==> config.mk <==
export PLATFORM = sky130hd
export DESIGN_NAME = slave_audio_tx
export DESIGN_NICKNAME = d
export VERILOG_FILES = /design/src/rtl/sat_pkg.sv /design/src/rtl/sat_edge_det.sv /design/src/rtl/sat_pair_latch.sv /design/src/rtl/sat_tx_fsm.sv /design/src/rtl/slave_audio_tx.sv
export SDC_FILE = /design/constraint.sdc
export NUM_CORES = 1
export LEC_CHECK = 0
export BUFFER_PORTS_ARGS = -buffer_cell sky130_fd_sc_hd__buf_2
export CAP_MARGIN = 0
export CORE_UTILIZATION = 60
export CTS_CLUSTER_SIZE = 14
export DETAILED_ROUTE_END_ITERATION = 7
export HOLD_SLACK_MARGIN = 0.12
export PLACE_DENSITY = 0.82
export SYNTH_ARGS = -nofsm -noshare
export SYNTH_HDL_FRONTEND = slang
export SYNTH_SLANG_ARGS = --single-unit
==> constraint.sdc <==
create_clock -name clk -period 3.7 [get_ports clk]
set_clock_uncertainty 0.1 [all_clocks]
set_input_delay 0.555 -clock clk [delete_from_list [all_inputs] [get_ports clk]]
set_output_delay 0.555 -clock clk [all_outputs]
set_load 0.02 [all_outputs]
==> src/rtl/sat_pkg.sv <==
package sat_pkg;
    typedef enum logic [1:0] {
        ST_IDLE,
        ST_LEAD,
        ST_SHIFT,
        ST_PAD
    } tx_state_e;
endpackage

==> src/rtl/sat_edge_det.sv <==
module sat_edge_det (
    input  logic clk,
    input  logic rst_n,
    input  logic bclk_i,
    input  logic fsync_i,
    output logic bclk_fall,
    output logic frame_edge
);
    logic bclk_q;
    logic fsync_q;
    logic primed;

    always_ff @(posedge clk) begin
        if (!rst_n) begin
            bclk_q  <= 1'b0;
            fsync_q <= 1'b0;
            primed  <= 1'b0;
        end else begin
            bclk_q  <= bclk_i;
            fsync_q <= fsync_i;
            primed  <= 1'b1;
        end
    end

    // No edge is reported until the stored levels hold real samples.
    assign bclk_fall  = primed & bclk_q & ~bclk_i;
    assign frame_edge = primed & (fsync_q ^ fsync_i);
endmodule

==> src/rtl/sat_pair_latch.sv <==
module sat_pair_latch #(
    parameter int DW = 16
) (
    input  logic          clk,
    input  logic          rst_n,
    input  logic          smp_valid,
    input  logic [DW-1:0] smp_left,
    input  logic [DW-1:0] smp_right,
    input  logic          take_pair,
    input  logic          sel_left,
    output logic [DW-1:0] word_o
);
    logic [DW-1:0] hold_l;
    logic [DW-1:0] hold_r;
    logic [DW-1:0] live_r;

    always_ff @(posedge clk) begin
        if (!rst_n) begin
            hold_l <= '0;
            hold_r <= '0;
        end else if (smp_valid) begin
            hold_l <= smp_left;
            hold_r <= smp_right;
        end
    end

    // The right word is frozen when the left half-frame starts.
    always_ff @(posedge clk) begin
        if (!rst_n) begin
            live_r <= '0;
        end else if (take_pair) begin
            live_r <= hold_r;
        end
    end

    assign word_o = sel_left ? hold_l : live_r;
endmodule

==> src/rtl/sat_tx_fsm.sv <==
module sat_tx_fsm
    import sat_pkg::*;
#(
    parameter int DW = 16
) (
    input  logic          clk,
    input  logic          rst_n,
    input  logic          bclk_fall,
    input  logic          frame_edge,
    input  logic          fsync_i,
    input  logic          fmt_i2s,
    input  logic          mute_i,
    input  logic [DW-1:0] word_i,
    output logic          is_left,
    output logic          left_start,
    output logic          sdata_o
);
    localparam int CW = $clog2(DW + 1);
    localparam logic [CW-1:0] LAST = CW'(DW);

    tx_state_e     st;
    tx_state_e     nxt;
    logic [DW-1:0] shreg;
    logic [CW-1:0] sent;
    logic          sdata_q;

    assign is_left    = fmt_i2s ? ~fsync_i : fsync_i;
    assign left_start = frame_edge & is_left;

    always_comb begin
        nxt = st;
        if (frame_edge) begin
            nxt = fmt_i2s ? ST_LEAD : ST_SHIFT;
        end else if (bclk_fall) begin
            unique case (st)
                ST_IDLE:  nxt = ST_IDLE;
                ST_LEAD:  nxt = ST_SHIFT;
                ST_SHIFT: nxt = (sent == LAST) ? ST_PAD : ST_SHIFT;
                ST_PAD:   nxt = ST_PAD;
            endcase
        end
    end

    always_ff @(posedge clk) begin
        if (!rst_n) st <= ST_IDLE;
        else        st <= nxt;
    end

    always_ff @(posedge clk) begin
        if (!rst_n) begin
            shreg   <= '0;
            sent    <= '0;
            sdata_q <= 1'b0;
        end else if (frame_edge) begin
            if (fmt_i2s) begin
                shreg   <= word_i;
                sent    <= '0;
                sdata_q <= 1'b0;
            end else begin
                shreg   <= word_i << 1;
                sent    <= CW'(1);
                sdata_q <= word_i[DW-1] & ~mute_i;
            end
        end else if (bclk_fall) begin
            unique case (st)
                ST_LEAD, ST_SHIFT: begin
                    if (st == ST_SHIFT && sent == LAST) begin
                        sdata_q <= 1'b0;
                    end else begin
                        sdata_q <= shreg[DW-1] & ~mute_i;
                        shreg   <= shreg << 1;
                        sent    <= sent + 1'b1;
                    end
                end
                ST_IDLE, ST_PAD: sdata_q <= 1'b0;
            endcase
        end
    end

    assign sdata_o = sdata_q;

    assert_quiet_between_R6: assert property (@(posedge clk) disable iff (!rst_n)
        !(bclk_fall || frame_edge) |=> $stable(sdata_q));
    assert_idle_low_R1: assert property (@(posedge clk) disable iff (!rst_n)
        (st == ST_IDLE) |-> !sdata_q);
    assert_lead_low_R4: assert property (@(posedge clk) disable iff (!rst_n)
        (st == ST_LEAD) |-> !sdata_q);
    assert_pad_low_R7: assert property (@(posedge clk) disable iff (!rst_n)
        (st == ST_PAD) |-> !sdata_q);
    assert_mute_zero_R9: assert property (@(posedge clk) disable iff (!rst_n)
        (mute_i && (bclk_fall || frame_edge)) |=> !sdata_q);
    assert_count_bound_R2: assert property (@(posedge clk) disable iff (!rst_n)
        sent <= LAST);
endmodule

==> src/rtl/slave_audio_tx.sv <==
module slave_audio_tx #(
    parameter int DW = 16
) (
    input  logic          clk,
    input  logic          rst_n,
    input  logic          bclk_i,
    input  logic          fsync_i,
    input  logic          fmt_i2s,
    input  logic          mute_i,
    input  logic          smp_valid,
    input  logic [DW-1:0] smp_left,
    input  logic [DW-1:0] smp_right,
    output logic          sdata_o
);
    logic          bclk_fall;
    logic          frame_edge;
    logic          is_left;
    logic          left_start;
    logic [DW-1:0] word;

    sat_edge_det u_edge (
        .clk       (clk),
        .rst_n     (rst_n),
        .bclk_i    (bclk_i),
        .fsync_i   (fsync_i),
        .bclk_fall (bclk_fall),
        .frame_edge(frame_edge)
    );

    sat_pair_latch #(.DW(DW)) u_pair (
        .clk      (clk),
        .rst_n    (rst_n),
        .smp_valid(smp_valid),
        .smp_left (smp_left),
        .smp_right(smp_right),
        .take_pair(left_start),
        .sel_left (is_left),
        .word_o   (word)
    );

    sat_tx_fsm #(.DW(DW)) u_fsm (
        .clk       (clk),
        .rst_n     (rst_n),
        .bclk_fall (bclk_fall),
        .frame_edge(frame_edge),
        .fsync_i   (fsync_i),
        .fmt_i2s   (fmt_i2s),
        .mute_i    (mute_i),
        .word_i    (word),
        .is_left   (is_left),
        .left_start(left_start),
        .sdata_o   (sdata_o)
    );
endmodule

==> After elaboration in Yosys (flattened, before gate mapping) <==
Index checks and enable logic that the tools add are counted.
{ "totals": {"mem_bits_rw": 0, "output_inout_bits": 1, "latch_bits": 0, "reg_bits": 75, "memories": 0, "wordCells": 56, "romBits": 0, "input_bits": 39} }
{ "classes": {"div": 0, "multipliers": 0, "reduce_logical": 7, "bitwise_logic": 10, "eq_ne": 5, "n_mux": 23, "add_sub_neg": 1, "magnitude_cmp": 0, "shift": 0} }
{ "op_table": {"columns": ["operator", "n"], "rows": [
  ["2-to-1 mux 16 bit", 6],
  ["2-to-1 mux 5 bit", 4],
  ["2-to-1 mux 1 bit", 8],
  ["one-hot mux 2 bit (4 select lines)", 1],
  ["bitwise AND 1 bit", 6],
  ["2-to-1 mux 2 bit", 3],
  ["adder 5 x 1 -> 5 bit, second input constant", 1],
  ["== test 5 bit, second input constant", 1],
  ["== test 2 bit, second input constant", 2],
  ["nonzero test 2 bit", 2],
  ["OR reduction 2 bit", 2],
  ["NOT 1 bit", 3],
  ["AND reduction 3 bit", 1],
  ["== test 2 x 1 -> 1 bit, second input constant", 1],
  ["zero test 2 bit", 1],
  ["!= test 2 x 1 -> 1 bit, second input constant", 1],
  ["one-hot mux 1 bit (2 select lines)", 1],
  ["logical AND 1 bit", 1],
  ["bitwise XOR 1 bit", 1]
]} }

==> Depth between registers and ports, before layout <==
{ "logic_depth": {"ltp_word": 6, "ltp_mapped": 7, "ltp_nobuf": 6} }

==> Modules after synthesis <==
From an unflattened synthesis, not the netlist that was laid out.
{ "hier_totals": {"hier_cells": 357, "hier_area_um2": 3724.8} }
{ "by_module_without_submodules": {"columns": ["module", "n_inst", "cells_per_inst", "seq_area_each_um2", "area_each_um2"], "rows": [
  ["sat_pair_latch", 1, 173, 960.9, 2115.8],
  ["sat_tx_fsm", 1, 175, 480.5, 1512.7],
  ["sat_edge_det", 1, 9, 60.1, 96.3]
]} }

==> Worst setup path after synthesis <==
No wires, ideal clock.
{ "synth_path": {"path_type": "input port to flip-flop", "from": "input port fmt_i2s", "to": "register u_fsm.shreg[10]", "path_buffers": 2, "t_required_ns": 3.471, "cell_stages": 5, "setup_slack_ns": 1.899, "setup_ns": 0.129, "arrival_ns": 1.571, "path_cell_list": "buf_4 > buf_4 > mux4_2 > nand2_1 > o21ai_0"} }
{ "synth_via": {"elab_chain_len": 4} }
{ "synth_rtl": {"columns": ["item", "line_no", "text"], "rows": [
  ["start, declared", "slave_audio_tx.sv:8", "input logic fmt_i2s,"],
  ["2-to-1 mux 1 bit", "sat_tx_fsm.sv:27", "assign is_left = fmt_i2s ? ~fsync_i : fsync_i;"],
  ["2-to-1 mux 16 bit", "sat_pair_latch.sv:36", "assign word_o = sel_left ? hold_l : live_r;"],
  ["2-to-1 mux 16 bit *", "sat_tx_fsm.sv:55", "if (fmt_i2s) begin"],
  ["2-to-1 mux 16 bit *", "sat_tx_fsm.sv:54", "end else if (frame_edge) begin"],
  ["end signal, assigned", "sat_tx_fsm.sv:56", "shreg <= word_i;"],
  ["end signal, assigned", "sat_tx_fsm.sv:60", "shreg <= word_i << 1;"],
  ["end signal, assigned", "sat_tx_fsm.sv:71", "shreg <= shreg << 1;"],
  ["end, declared", "sat_tx_fsm.sv:23", "logic [DW-1:0] shreg;"]
]} }
Mark *: on every way between the ends. The rest lies on a longest branch, timed or not.
A chain may end at the register's enable or synchronous reset.

==> Final worst setup path <==
{ "layout_path": {"from": "register u_fsm.st[1]", "to": "register u_fsm.sent[2]"} }
{ "layout_via": {"elab_chain_len": 4, "word_cells_on_any_way": 7, "classes_between": "eq/ne: 3; reduce/logical: 4"} }
{ "layout_rtl": {"columns": ["item", "line_no", "text"], "rows": [
  ["start, declared", "sat_tx_fsm.sv:21", "tx_state_e st;"],
  ["start signal, assigned", "sat_tx_fsm.sv:46", "else st <= nxt;"],
  ["== test 2 bit / == test 2 x 1 -> 1 bit (equally long branches)", "sat_tx_fsm.sv:65, sat_tx_fsm.sv:67", null],
  ["logical AND 1 bit / OR reduction 2 bit (equally long branches)", "sat_tx_fsm.sv:67, sat_tx_fsm.sv:65", null],
  ["!= test 2 x 1 -> 1 bit (no source line) / nonzero test 2 bit (equally long branches)", null, null],
  ["AND reduction 3 bit (no source line) *", null, null],
  ["end signal, assigned", "sat_tx_fsm.sv:72", "sent <= sent + 1'b1;"],
  ["end, declared", "sat_tx_fsm.sv:24", "logic [CW-1:0] sent;"]
]} }
Marks and branches as above.

==> impl_results.md <==
* Outcome: complete, no violations
* Final setup vio count at 0
* Crit end category: flop
* Ys async rst share at 0%
* Largest net degree at the start of global routing at 52
* # nets final at 394
* Worst Hold End: u_edge.primed
* Sequential standard cell area at approximately 1500 um2
* Post-CTS Setup Bufs at 0
* Worst path required time at 3.85 ns
* Hold path depth at 1
* CTS tree: yes
* TritonCTS sink count at 75
* GRT Total Usage at about 22%
* Initial antenna violation count at 0
* Critical Path Source Type: flop
* R2r setup slk at approximately 1.7 ns
* Post-CTS resize count at 0
* Post-Place Cells at between 400 and 500
* Core Rows at 27
* Worst hold start: rst_n
* PortBufs at 39
* Peak VDD IR at roughly 0.37 mV
* Setup repair after global routing missed its margin: no
* First-pass GRT wire length at ~10000 um
* Antenna cell count at 0
* Die H at 77.22 um
* Area Overhead vs Synth at 10.58%
* First DRT Iteration DRCs at 74
* Wire per inst at ~14 um
* Vias in the first global route at ~2200
* RR Startpoint: u_fsm.st[1]
* Static Leakage at 1.600 nW
* Hold buffer count at CTS at 0
* Main synth FF type: dfxtp_1
* Htree depth at 3
* Grt total ovfl at 0
* Worst-case reg-to-reg path depth at 7
* Synth Register Bits at 75
* Routability cong. at roughly 0.78
* Syn Area/Cell at between 10 and 15 um2
* Clock transition at path regs at 0.08 ns
* Worst Hold Slack at between 0.3 and 0.4 ns
* Final hold vios at 0
* Core area at 5473 um2
* Slew Limit Fails at 0
* P per Cell Area at 440.0 nW/um2
* Period minus WS final at around 2 ns
* DIE AREA at between 5000 and 6000 um2
* Worst hold path class: in -> reg
* Finished Core Util at 68.59%
* Slack of the critical path at around 1.7 ns
* Synth Instances at 320
* CP max FO at 20
* Share of cells above drive strength 1 at 22.82%
* Non-Filler Instances at between 400 and 500
* Fillers at 434
* Via count at approximately 2400
* Synth warnings at 0
* Headroom to the max-slew limit at between 30 and 40%
* Starting Density at roughly 62%
* Area of the multi-input gates at roughly 1700 um2
* WL final at 6061 um
* Sequential area share after synthesis at 44.23%
* Max Cap Viol at 0
* Drt drc at 0
* TritonCTS Buffers at 9
* Root Driver: clkbuf_8
* Max Clk Rate at 0.4934 GHz
* Setup Total Neg Slack at 0 ns
* Worst Setup Path Type: reg -> reg
* Mapped Area at 3395 um2
* Reg-to-reg endpoint: u_fsm.sent[2]
* IO Count at 40
* Die width at approximately 77 um
* Crit path DAT at around 2.2 ns
* Post-synth EDFFs at 0
* HPWL after DPL at roughly 4000 um
* DRT Pass-1 Iters at 4
* Deepest clock path buffer count at 2
* Synth Net Count at 364
* Worst slack at placement at between 1 and 1.5 ns
* Routed vias/inst at between 5 and 6
* Post-route ant nets at 0
* Clk_lat worst skew at 0.36 ns
* Distinct cells, synth at 39
* Worst-Margin Slew at between 0.9 and 1 ns
* Crit share post-route at between 50 and 60%
## routing by layer
layer | vias up | global-route usage, % | routed length (um)
met2 | 58 | 34.78 | 2892
met3 | 11 | 7.381 | 322
met5 | - | 0 | 0
met1 | 1142 | 28.03 | 2734
li1 | 1177 | - | -
met4 | 0 | 10.00 | 112
## worst max-delay path, stage by stage (launching register included)
cell	delay (ns)
dfxtp_1	0.40
inv_1	0.06
ha_1	0.31
nand4b_2	0.16
a41oi_2	0.19
buf_4	0.33
a211oi_1	0.13
a31o_2	0.24
## synth_stat cells, drive strengths merged, types with 2 or more instances
cell type | instances | area share, %
dfxtp | 75 | 44
mux2i | 64 | 19
nor2 | 54 | 6.0
nand2 | 22 | 2.4
o21ai | 18 | 3.1
buf | 15 | 3.4
mux4 | 15 | 10
inv | 9 | 1.0
clkbuf | 7 | 0.77
ha | 5 | 1.8
nand3b | 5 | 1.1
xnor2 | 4 | 1.0
a21oi | 3 | 0.44
and2 | 3 | 0.55
nand3 | 3 | 0.44
a211oi | 2 | 0.44
nand4 | 2 | 0.37
nor3 | 2 | 0.44
## through the flow
step                      total power, mW  cell area (um2)
after floorplan                    0.9984             3395
after global placement              1.032             3555
after detailed placement            1.039             3555
after CTS                           1.669             3754
after global routing                1.723             3754
final                               1.652             3754
## cells in the final DEF (no fill, tap or decap), drive strengths merged, types with 2 or more instances in the layout
cell / synthesis / routed
ha: 5 / 5
clkbuf: 7 / 9
o21ai: 18 / 18
and2: 3 / 3
xnor2: 4 / 4
dfxtp: 75 / 75
clkinv: 0 / 3
a21oi: 3 / 3
a211oi: 2 / 2
nor2: 54 / 54
mux4: 15 / 15
buf: 15 / 41
mux2i: 64 / 64
nand4: 2 / 2
nand3b: 5 / 5
inv: 9 / 12
nand2: 22 / 22
nor3: 2 / 2
nand3: 3 / 3
## layout make-up
class	count	area share, %
clock inverters	7	2.000
clock buffers	9	3.300
flip-flops and latches	75	40.00
multi-input cells	214	45.80
inverters	9	0.9000
repair buffers	41	5.600
well taps	72	2.400
## worst max-delay path by stage
stage                           end  cells after the start  slack [ns]        start
finish                u_fsm.sent[2]                      7        1.67  u_fsm.st[1]
global route         u_fsm.shreg[4]                      5        1.53        rst_n
CTS                   u_fsm.sent[2]                      7        1.68  u_fsm.st[1]
detailed placement  u_fsm.shreg[12]                      5        1.32        rst_n
global placement    u_fsm.shreg[15]                      5        1.39        rst_n
floorplan           u_fsm.shreg[10]                      5        1.90      fmt_i2s
## cells by family after synthesis
logic type      share of synthesized area, %
mux                                    28.82
flops                                  44.23
xor+xnor                               1.511
compound gates                         5.713
fa+ha+maj                              1.843
simple gates                           12.75
buf+inv                                5.123
## flip-flops by register name, summed over array words and instances, names as in the netlist
| register | count |
|---|---|
| u_fsm.shreg | 16 |
| u_pair.hold_l | 16 |
| u_pair.hold_r | 16 |
| u_pair.live_r | 16 |
| u_fsm.sent | 5 |
| u_fsm.st | 2 |
| u_edge.bclk_q | 1 |
| u_edge.fsync_q | 1 |
| u_edge.primed | 1 |
| u_fsm.sdata_o | 1 |
## power breakdown
part	switching [mW]	internal [mW]
clock	0.315	0.317
combinational	0.0785	0.0763
sequential	0.0257	0.839
total	0.419	1.23
No activity file was read; power rests on OpenSTA's default activity.
